$ cat src/rtl/mcdac_pkg.sv
package mcdac_pkg;

    localparam int FRAME_W = 24;
    localparam int WORD_W  = 16;
    localparam int ADDR_W  = 6;
    localparam int GOFS_W  = 14;

    localparam logic [ADDR_W-1:0] CH_BASE   = 6'h08;
    localparam logic [ADDR_W-1:0] SF_CTRL   = 6'h01;
    localparam logic [ADDR_W-1:0] SF_GOFS0  = 6'h02;
    localparam logic [ADDR_W-1:0] SF_RBREQ  = 6'h05;

    typedef enum logic [1:0] {
        OP_SPECIAL = 2'd0,
        OP_GAIN    = 2'd1,
        OP_OFFSET  = 2'd2,
        OP_CODE    = 2'd3
    } op_e;

    localparam logic [2:0] RB_CODE     = 3'd0;
    localparam logic [2:0] RB_CODE_ALT = 3'd1;
    localparam logic [2:0] RB_OFFSET   = 3'd2;
    localparam logic [2:0] RB_GAIN     = 3'd3;
    localparam logic [2:0] RB_SPECIAL  = 3'd4;

    typedef struct packed {
        op_e                op;
        logic [ADDR_W-1:0]  addr;
        logic [WORD_W-1:0]  data;
    } frame_t;

    typedef struct packed {
        logic [2:0]         kind;
        logic [ADDR_W-1:0]  addr;
    } rbsel_t;

    typedef struct packed {
        logic               code_we;
        logic               ofs_we;
        logic               gain_we;
        logic               ctrl_we;
        logic               gofs_we;
        logic               rb_we;
        logic [ADDR_W-1:0]  idx;
        logic [WORD_W-1:0]  data;
    } wr_t;

    function automatic int group_of(input int ch, input int gsize, input int ngrp);
        int g;
        g = ch / gsize;
        if (g >= ngrp) g = ngrp - 1;
        return g;
    endfunction

endpackage

$ cat src/rtl/mcdac_link.sv
module mcdac_link
    import mcdac_pkg::*;
(
    input  logic              clk,
    input  logic              rst,
    input  logic              sclk,
    input  logic              cs_n,
    input  logic              mosi,
    input  logic              reply_pend,
    input  logic [WORD_W-1:0] reply_word,
    output logic              miso,
    output logic              frame_ok,
    output frame_t            frame,
    output logic              reply_start
);

    localparam int CNT_W = $clog2(FRAME_W + 1);

    logic [2:0]         sclk_sr;
    logic [2:0]         cs_sr;
    logic [1:0]         mosi_sr;
    logic [CNT_W-1:0]   cnt;
    logic [FRAME_W-1:0] rx_sr;
    logic [FRAME_W-1:0] tx_q;
    logic               in_reply;

    logic sclk_rise, sclk_fall, cs_low, cs_fall, mosi_s;

    always_ff @(posedge clk) begin
        if (rst) begin
            sclk_sr <= '0;
            cs_sr   <= '1;
            mosi_sr <= '0;
        end else begin
            sclk_sr <= {sclk_sr[1:0], sclk};
            cs_sr   <= {cs_sr[1:0], cs_n};
            mosi_sr <= {mosi_sr[0], mosi};
        end
    end

    assign sclk_rise   = sclk_sr[1] & ~sclk_sr[2];
    assign sclk_fall   = ~sclk_sr[1] & sclk_sr[2];
    assign cs_low      = ~cs_sr[1];
    assign cs_fall     = ~cs_sr[1] & cs_sr[2];
    assign mosi_s      = mosi_sr[1];
    assign reply_start = cs_fall & reply_pend;

    always_ff @(posedge clk) begin
        if (rst) begin
            cnt      <= '0;
            rx_sr    <= '0;
            tx_q     <= '0;
            in_reply <= 1'b0;
            frame_ok <= 1'b0;
        end else begin
            frame_ok <= 1'b0;
            if (!cs_low) begin
                cnt      <= '0;
                in_reply <= 1'b0;
            end else if (cs_fall) begin
                cnt      <= '0;
                in_reply <= reply_pend;
                tx_q     <= reply_pend ? {{(FRAME_W-WORD_W){1'b0}}, reply_word} : '0;
            end else begin
                if (sclk_rise && cnt != CNT_W'(FRAME_W)) begin
                    rx_sr <= {rx_sr[FRAME_W-2:0], mosi_s};
                    cnt   <= cnt + 1'b1;
                    if (cnt == CNT_W'(FRAME_W - 1) && !in_reply)
                        frame_ok <= 1'b1;
                end
                if (sclk_fall)
                    tx_q <= {tx_q[FRAME_W-2:0], 1'b0};
            end
        end
    end

    assign frame = frame_t'(rx_sr);
    assign miso  = tx_q[FRAME_W-1];


    cnt_bound_chk: assert property (@(posedge clk) disable iff (rst)
        cnt <= CNT_W'(FRAME_W));


    frame_cs_chk: assert property (@(posedge clk) disable iff (rst)
        frame_ok |-> ($past(cs_low) && !$past(in_reply)));


    quiet_miso_chk: assert property (@(posedge clk) disable iff (rst)
        (cs_low && !cs_fall && !in_reply) |-> (tx_q == '0));

endmodule

$ cat src/rtl/mcdac_decode.sv
module mcdac_decode
    import mcdac_pkg::*;
#(
    parameter int NCH  = 16,
    parameter int NGRP = 3
) (
    input  logic   frame_ok,
    input  frame_t frame,
    output wr_t    wr
);

    logic ch_hit, grp_hit;

    always_comb begin
        ch_hit  = (frame.addr >= CH_BASE) &&
                  (32'(frame.addr) < 32'(CH_BASE) + 32'(NCH));
        grp_hit = (frame.addr >= SF_GOFS0) &&
                  (32'(frame.addr) < 32'(SF_GOFS0) + 32'(NGRP));

        wr         = '0;
        wr.data    = frame.data;
        wr.idx     = frame.addr - CH_BASE;
        if (frame_ok) begin
            unique case (frame.op)
                OP_CODE:   wr.code_we = ch_hit;
                OP_OFFSET: wr.ofs_we  = ch_hit;
                OP_GAIN:   wr.gain_we = ch_hit;
                OP_SPECIAL: begin
                    if (frame.addr == SF_CTRL) begin
                        wr.ctrl_we = 1'b1;
                    end else if (grp_hit) begin
                        wr.gofs_we = 1'b1;
                        wr.idx     = frame.addr - SF_GOFS0;
                    end else if (frame.addr == SF_RBREQ) begin
                        wr.rb_we = 1'b1;
                    end
                end
                default: ;
            endcase
        end
    end

endmodule

$ cat src/rtl/mcdac_regbank.sv
module mcdac_regbank
    import mcdac_pkg::*;
#(
    parameter int NCH       = 16,
    parameter int GSIZE     = 4,
    parameter int NGRP      = 3,
    parameter int CODE_BITS = 14
) (
    input  logic                     clk,
    input  logic                     rst,
    input  wr_t                      wr,
    input  logic                     reply_start,
    output logic [NCH*WORD_W-1:0]    code_o,
    output logic [NCH*WORD_W-1:0]    ofs_o,
    output logic [NCH*WORD_W-1:0]    gain_o,
    output logic [NGRP*GOFS_W-1:0]   grp_ofs_o,
    output logic [NCH*GOFS_W-1:0]    ch_ofs_o,
    output logic                     pwr_down_o,
    output logic                     reply_pend,
    output logic [WORD_W-1:0]        reply_word
);

    localparam logic [WORD_W-1:0] KEEP =
        WORD_W'(~((32'd1 << (WORD_W - CODE_BITS)) - 32'd1));

    logic [WORD_W-1:0] code_q [NCH];
    logic [WORD_W-1:0] ofs_q  [NCH];
    logic [WORD_W-1:0] gain_q [NCH];
    logic [GOFS_W-1:0] gofs_q [NGRP];
    logic [WORD_W-1:0] ctrl_q;
    rbsel_t            sel_q;

    for (genvar c = 0; c < NCH; c++) begin : g_ch
        localparam int GRP = group_of(c, GSIZE, NGRP);
        always_ff @(posedge clk) begin
            if (rst) begin
                code_q[c] <= '0;
                ofs_q[c]  <= '0;
                gain_q[c] <= KEEP;
            end else if (wr.idx == ADDR_W'(c)) begin
                if (wr.code_we) code_q[c] <= wr.data & KEEP;
                if (wr.ofs_we)  ofs_q[c]  <= wr.data & KEEP;
                if (wr.gain_we) gain_q[c] <= wr.data & KEEP;
            end
        end
        assign code_o[c*WORD_W +: WORD_W]   = code_q[c];
        assign ofs_o[c*WORD_W +: WORD_W]    = ofs_q[c];
        assign gain_o[c*WORD_W +: WORD_W]   = gain_q[c];
        assign ch_ofs_o[c*GOFS_W +: GOFS_W] = gofs_q[GRP];
    end

    for (genvar g = 0; g < NGRP; g++) begin : g_grp
        always_ff @(posedge clk) begin
            if (rst)
                gofs_q[g] <= '0;
            else if (wr.gofs_we && wr.idx == ADDR_W'(g))
                gofs_q[g] <= wr.data[GOFS_W-1:0];
        end
        assign grp_ofs_o[g*GOFS_W +: GOFS_W] = gofs_q[g];
    end

    always_ff @(posedge clk) begin
        if (rst) begin
            ctrl_q     <= '0;
            sel_q      <= '{kind: RB_CODE, addr: CH_BASE};
            reply_pend <= 1'b0;
        end else begin
            if (wr.ctrl_we)
                ctrl_q <= wr.data;
            if (wr.rb_we) begin
                sel_q      <= rbsel_t'(wr.data[WORD_W-1 -: 9]);
                reply_pend <= 1'b1;
            end else if (reply_start) begin
                reply_pend <= 1'b0;
            end
        end
    end

    assign pwr_down_o = ctrl_q[0];

    always_comb begin
        reply_word = '0;
        unique case (sel_q.kind)
            RB_CODE, RB_CODE_ALT, RB_OFFSET, RB_GAIN: begin
                for (int c = 0; c < NCH; c++) begin
                    if (32'(sel_q.addr) == 32'(CH_BASE) + 32'(c)) begin
                        if (sel_q.kind == RB_OFFSET)     reply_word = ofs_q[c];
                        else if (sel_q.kind == RB_GAIN)  reply_word = gain_q[c];
                        else                             reply_word = code_q[c];
                    end
                end
            end
            RB_SPECIAL: begin
                if (sel_q.addr == SF_CTRL)
                    reply_word = ctrl_q;
                else if (sel_q.addr == SF_RBREQ)
                    reply_word = {sel_q, 7'b0};
                for (int g = 0; g < NGRP; g++) begin
                    if (32'(sel_q.addr) == 32'(SF_GOFS0) + 32'(g))
                        reply_word = {{(WORD_W-GOFS_W){1'b0}}, gofs_q[g]};
                end
            end
            default: reply_word = '0;
        endcase
    end


    pd_write_chk: assert property (@(posedge clk) disable iff (rst)
        !$stable(pwr_down_o) |-> $past(wr.ctrl_we));


    sel_write_chk: assert property (@(posedge clk) disable iff (rst)
        !$stable(sel_q) |-> $past(wr.rb_we));


    pend_clear_chk: assert property (@(posedge clk) disable iff (rst)
        $fell(reply_pend) |-> $past(reply_start));

endmodule

$ cat src/rtl/mcdac_regif.sv
module mcdac_regif
    import mcdac_pkg::*;
#(
    parameter int NCH       = 16,
    parameter int GSIZE     = 4,
    parameter int NGRP      = 3,
    parameter int CODE_BITS = 14
) (
    input  logic                   clk,
    input  logic                   rst,
    input  logic                   spi_sclk,
    input  logic                   spi_cs_n,
    input  logic                   spi_mosi,
    output logic                   spi_miso,
    output logic [NCH*16-1:0]      code_o,
    output logic [NCH*16-1:0]      ofs_o,
    output logic [NCH*16-1:0]      gain_o,
    output logic [NGRP*14-1:0]     grp_ofs_o,
    output logic [NCH*14-1:0]      ch_ofs_o,
    output logic                   pwr_down_o
);

    logic              frame_ok;
    frame_t            frame;
    logic              reply_start;
    logic              reply_pend;
    logic [WORD_W-1:0] reply_word;
    wr_t               wr;

    mcdac_link u_link (
        .clk         (clk),
        .rst         (rst),
        .sclk        (spi_sclk),
        .cs_n        (spi_cs_n),
        .mosi        (spi_mosi),
        .reply_pend  (reply_pend),
        .reply_word  (reply_word),
        .miso        (spi_miso),
        .frame_ok    (frame_ok),
        .frame       (frame),
        .reply_start (reply_start)
    );

    mcdac_decode #(.NCH(NCH), .NGRP(NGRP)) u_decode (
        .frame_ok (frame_ok),
        .frame    (frame),
        .wr       (wr)
    );

    mcdac_regbank #(
        .NCH(NCH), .GSIZE(GSIZE), .NGRP(NGRP), .CODE_BITS(CODE_BITS)
    ) u_bank (
        .clk         (clk),
        .rst         (rst),
        .wr          (wr),
        .reply_start (reply_start),
        .code_o      (code_o),
        .ofs_o       (ofs_o),
        .gain_o      (gain_o),
        .grp_ofs_o   (grp_ofs_o),
        .ch_ofs_o    (ch_ofs_o),
        .pwr_down_o  (pwr_down_o),
        .reply_pend  (reply_pend),
        .reply_word  (reply_word)
    );

endmodule

$ cat config.mk
export PLATFORM = sky130hd
export DESIGN_NAME = mcdac_regif
export DESIGN_NICKNAME = d
export VERILOG_FILES = /design/src/rtl/mcdac_pkg.sv /design/src/rtl/mcdac_link.sv /design/src/rtl/mcdac_decode.sv /design/src/rtl/mcdac_regbank.sv /design/src/rtl/mcdac_regif.sv
export SDC_FILE = /design/constraint.sdc
export NUM_CORES = 2
export LEC_CHECK = 0
export CAP_MARGIN = 0
export CORE_AREA = 2 2 409 411
export CTS_BUF_LIST = sky130_fd_sc_hd__clkbuf_2 sky130_fd_sc_hd__clkbuf_4 sky130_fd_sc_hd__clkbuf_8
export CTS_CLUSTER_DIAMETER = 120
export CTS_CLUSTER_SIZE = 12
export DETAILED_ROUTE_END_ITERATION = 7
export DIE_AREA = 0 0 411 413
export HOLD_SLACK_MARGIN = 0.06
export PLACE_DENSITY = 0.48
export SKIP_CTS_REPAIR_TIMING = 1
export SLEW_MARGIN = 30
export SYNTH_ARGS = -nofsm -noshare
export SYNTH_HDL_FRONTEND = slang
export SYNTH_SLANG_ARGS = --single-unit
export TNS_END_PERCENT = 50
$ cat constraint.sdc
create_clock -name clk -period 11 [get_ports clk]
set_input_delay 2.2 -clock clk [delete_from_list [all_inputs] [get_ports clk]]
set_output_delay 2.2 -clock clk [all_outputs]
set_load 0.02 [all_outputs]
==> impl_metrics.py <==
metrics = {
    "setup_path": {
        "worst-setup-path-type": "reg -> reg",
        "r2r-start": "u_link.frame[19]",
        "worstPathArrival_ps": 5420,
        "path_max_fanout": 61,
        "critPathCaptureType": "register",
        "worstPathRequired_ps": 11500,
        "cp-startpoint": "u_link.frame[19]",
        "start_kind": "register",
    },
    "logic_synthesis": {
        "synth_area_leaders": "edfxtp_1, buf_4, mux2i_1",
        "syn_area_per_cell_um2": 11.0,
        "yosys_warnings": 0,
        "yosys.area.top_type": "edfxtp_1",
        "ys_types": 79,
        "yosys.area.top_type_share": 0.542,
        "synth_area_mm2": 0.0396,
        "syn_inst": 3605,
        "ys_seq_area_frac": 0.587,
        "synthArstFlopShare": 0,
        "synth_edf_count": 714,
        "synth-seq-cells": 803,
        "synthFlopType": "edfxtp_1",
    },
    "timing": {
        "rsz0062_at_grt": "no",
        "finalHoldWorstSlack_ps": 427,
        "finalMaxSlewViolations": 0,
        "clock_skew_ps": 53.9,
        "final.setup.tns_ps": 0,
        "clock.fmax_mhz": 203,
        "setup_viol": 0,
        "timing.final.crit_period_ps": 4920,
        "finalHoldViolCount": 0,
        "maxSlewHeadroom": 0.256,
        "fin_crit_sh": 0.447,
        "tightest_slew_ps": 1090,
    },
    "placed_design": {
        "placed_area_mm2": 0.0494,
        "port_buffers": 944,
        "gp_congestion": 0.878,
        "place_inst": 6326,
        "dp_hpwl_um": 171000,
    },
    "clock_tree": {
        "cts_made_buffers": 76,
        "cts-root-buf": "clkbuf_8",
        "cts_tree": "yes",
        "htree_levels": 3,
        "cts_sinks": 803,
        "clkTransAtPathRegs_ps": 100,
        "clk_latency_ps": 830,
        "clockBufferDepth": 3,
    },
    "finish": {
        "area_delta_synth_final_pct": 28.5,
        "final-seq-area_mm2": 0.0232,
        "multi_input_area_mm2": 0.0131,
        "design_area_mm2": 0.0508,
        "drive_gt1_frac": 0.0901,
        "fillerInstances": 17099,
        "finalNetCount": 4213,
        "layout.cells.non_filler": 6437,
    },
    "pwr": {
        "power_frac_comb": 0.098,
        "ir_drop_mv": 0.0841,
        "power_switching_w": 0.00160,
        "seqPwrFrac": 0.587,
        "power.density_mw_per_mm2": 117,
        "p_int_w": 0.00432,
        "p_leak_nw": 15.1,
        "sw_frac_of_total": 0.270,
        "p_clk_frac": 0.315,
    },
    "hold_path": {
        "worstHoldStart": "u_link.cs_sr[0]",
        "hold_class": "reg -> reg",
    },
    "grt": {
        "antenna_found_initial": 15,
        "grt_use_total": 0.264,
        "grt_max_degree": 130,
        "grt_pass1_wl_um": 299000,
        "grt_pass1_vias": 30532,
        "grt_overflow": 0,
    },
    "drt": {
        "drc_errors": 0,
        "route.final.wire_length_um": 234000,
        "ant_nets": 0,
        "wl_per_cell_um": 36.4,
        "vias_per_cell": 5.16,
        "dr.pass1.iters": 5,
        "vias": 33183,
        "drt-initial-drc-count": 4611,
    },
    "floorplan": {
        "dieArea_mm2": 0.170,
        "die_y_um": 413,
        "die_width_um": 411,
        "num_io_pins": 1041,
        "core_mm2": 0.166,
        "initial_core_util": 0.238,
        "std_cell_rows": 150,
    },
    "run_status": {
        "status": "complete, no violations",
    },
    "job": {
        "cap_viol_max_count": 0,
    },
}
==> cells in the final DEF, fill, tap and decap left out, drive strengths merged, types with 12 or more instances in the layout <==
master	count
clkdlybuf4s50	943
edfxtp	714
nor2	491
nand2	372
nor3	244
mux2i	216
a21oi	182
nand3	137
o21ai	127
a211oi	106
buf	103
clkbuf	101
conb	96
dfxtp	89
and2	44
o211ai	26
o22ai	22
a22oi	21
nor2b	18
mux2	13
a31oi	13
a21o	12
==> routing by layer <==
| layer | vias to the layer above | track usage | routed length (um) |
|---|---|---|---|
| met5 | - | 0 | 13 |
| met4 | 2 | 0.122 | 12100 |
| met3 | 385 | 0.0712 | 23400 |
| met2 | 2198 | 0.423 | 108000 |
| met1 | 16966 | 0.329 | 91100 |
| li1 | 13632 | - | - |
==> synthesized netlist by cell type, types with 7 or more instances <==
cell type / number
nand3_1: 137
o22ai_1: 22
dfxtp_1: 89
or2_2: 8
a22oi_1: 21
mux2_2: 13
nand2_1: 370
o211ai_1: 26
nor3_2: 50
nor2_1: 472
buf_4: 352
buf_2: 81
and2_1: 43
mux2i_1: 216
o31ai_1: 7
a21oi_1: 181
a211oi_1: 106
or3_1: 8
nand2b_1: 9
inv_1: 8
clkbuf_1: 148
nor3_1: 194
buf_1: 25
o221ai_1: 10
edfxtp_1: 714
nor2_2: 8
o21ai_0: 117
a31oi_1: 13
a21o_1: 12
nor2b_1: 18
a2111oi_0: 7
nor2_8: 9
buf_6: 13
==> cell families (layout without fill, tap and decap cells) <==
logic type      count (synthesis)  in the layout  share of synthesized area
simple gates                 1360           1360                      0.161
flops                         803            803                      0.587
buf+inv                       633           1162                     0.0989
compound gates                564            564                     0.0889
mux                           233            233                     0.0606
fa+ha+maj                       6              6                    0.00190
xor+xnor                        5              5                    0.00111
other cells                     1            100                  0.0000948
==> registers in the layout, summed over array words and instances, names as in the netlist <==
register / count
u_link.tx_q: 24
u_bank.ctrl_q: 16
u_bank.code_q: 224
u_link.frame_ok: 1
u_link.mosi_sr: 2
u_bank.sel_q: 9
u_link.cs_sr: 3
u_link.cnt: 5
u_bank.gain_q: 224
u_bank.reply_pend: 1
u_link.sclk_sr: 3
u_link.in_reply: 1
u_link.frame: 24
u_bank.ofs_q: 224
u_bank.gofs_q: 42
==> through the flow <==
| step | power, W | utilization | worst slack (ps) |
|---|---|---|---|
| finish | 0.00592 | 0.306 | 6080 |
| floorplan | 0.00382 | - | 7130 |
| global route | 0.00606 | 0.306 | 5900 |
| detailed placement | 0.00413 | 0.298 | 5990 |
| global placement | 0.00413 | 0.297 | 5990 |
| CTS | 0.00594 | 0.306 | 6180 |
==> final cells by class <==
cell class,instances,area share
clock inverters,4,0.000665
flip-flops and latches,803,0.457
inverters,11,0.000813
well taps,2204,0.0543
clock buffers,101,0.0246
diodes,4,0.000197
multi-input cells,2264,0.258
repair buffers,1046,0.204
==> power by group through the flow <==
stage               registers, W  clock network, W  logic [W]
finish                   0.00348           0.00186   0.000582
global route             0.00348           0.00197   0.000605
CTS                      0.00348           0.00188   0.000583
detailed placement       0.00355                 0   0.000582
global placement         0.00355                 0   0.000582
floorplan                0.00359                 0   0.000235
==> worst paths after layout <==
kind	endpoint	cells past startpoint	slack, ps
setup / recovery	u_bank.code_q[13][10]	10	6080
hold / removal	u_link.cs_sr[1]	1	430
setup reg to reg	u_bank.code_q[13][10]	10	6080
hold reg to reg	u_link.cs_sr[1]	1	430
==> worst max-delay path: stages (launching register included) <==
cell	delay [ps]
dfxtp_1	720
clkinv_1	460
ha_1	380
nor4bb_4	190
o41ai_2	300
o221ai_1	190
a21oi_1	390
nand3_2	520
buf_4	580
o21ai_1	530
buf_4	300
No activity file was read; power rests on OpenSTA's default activity.
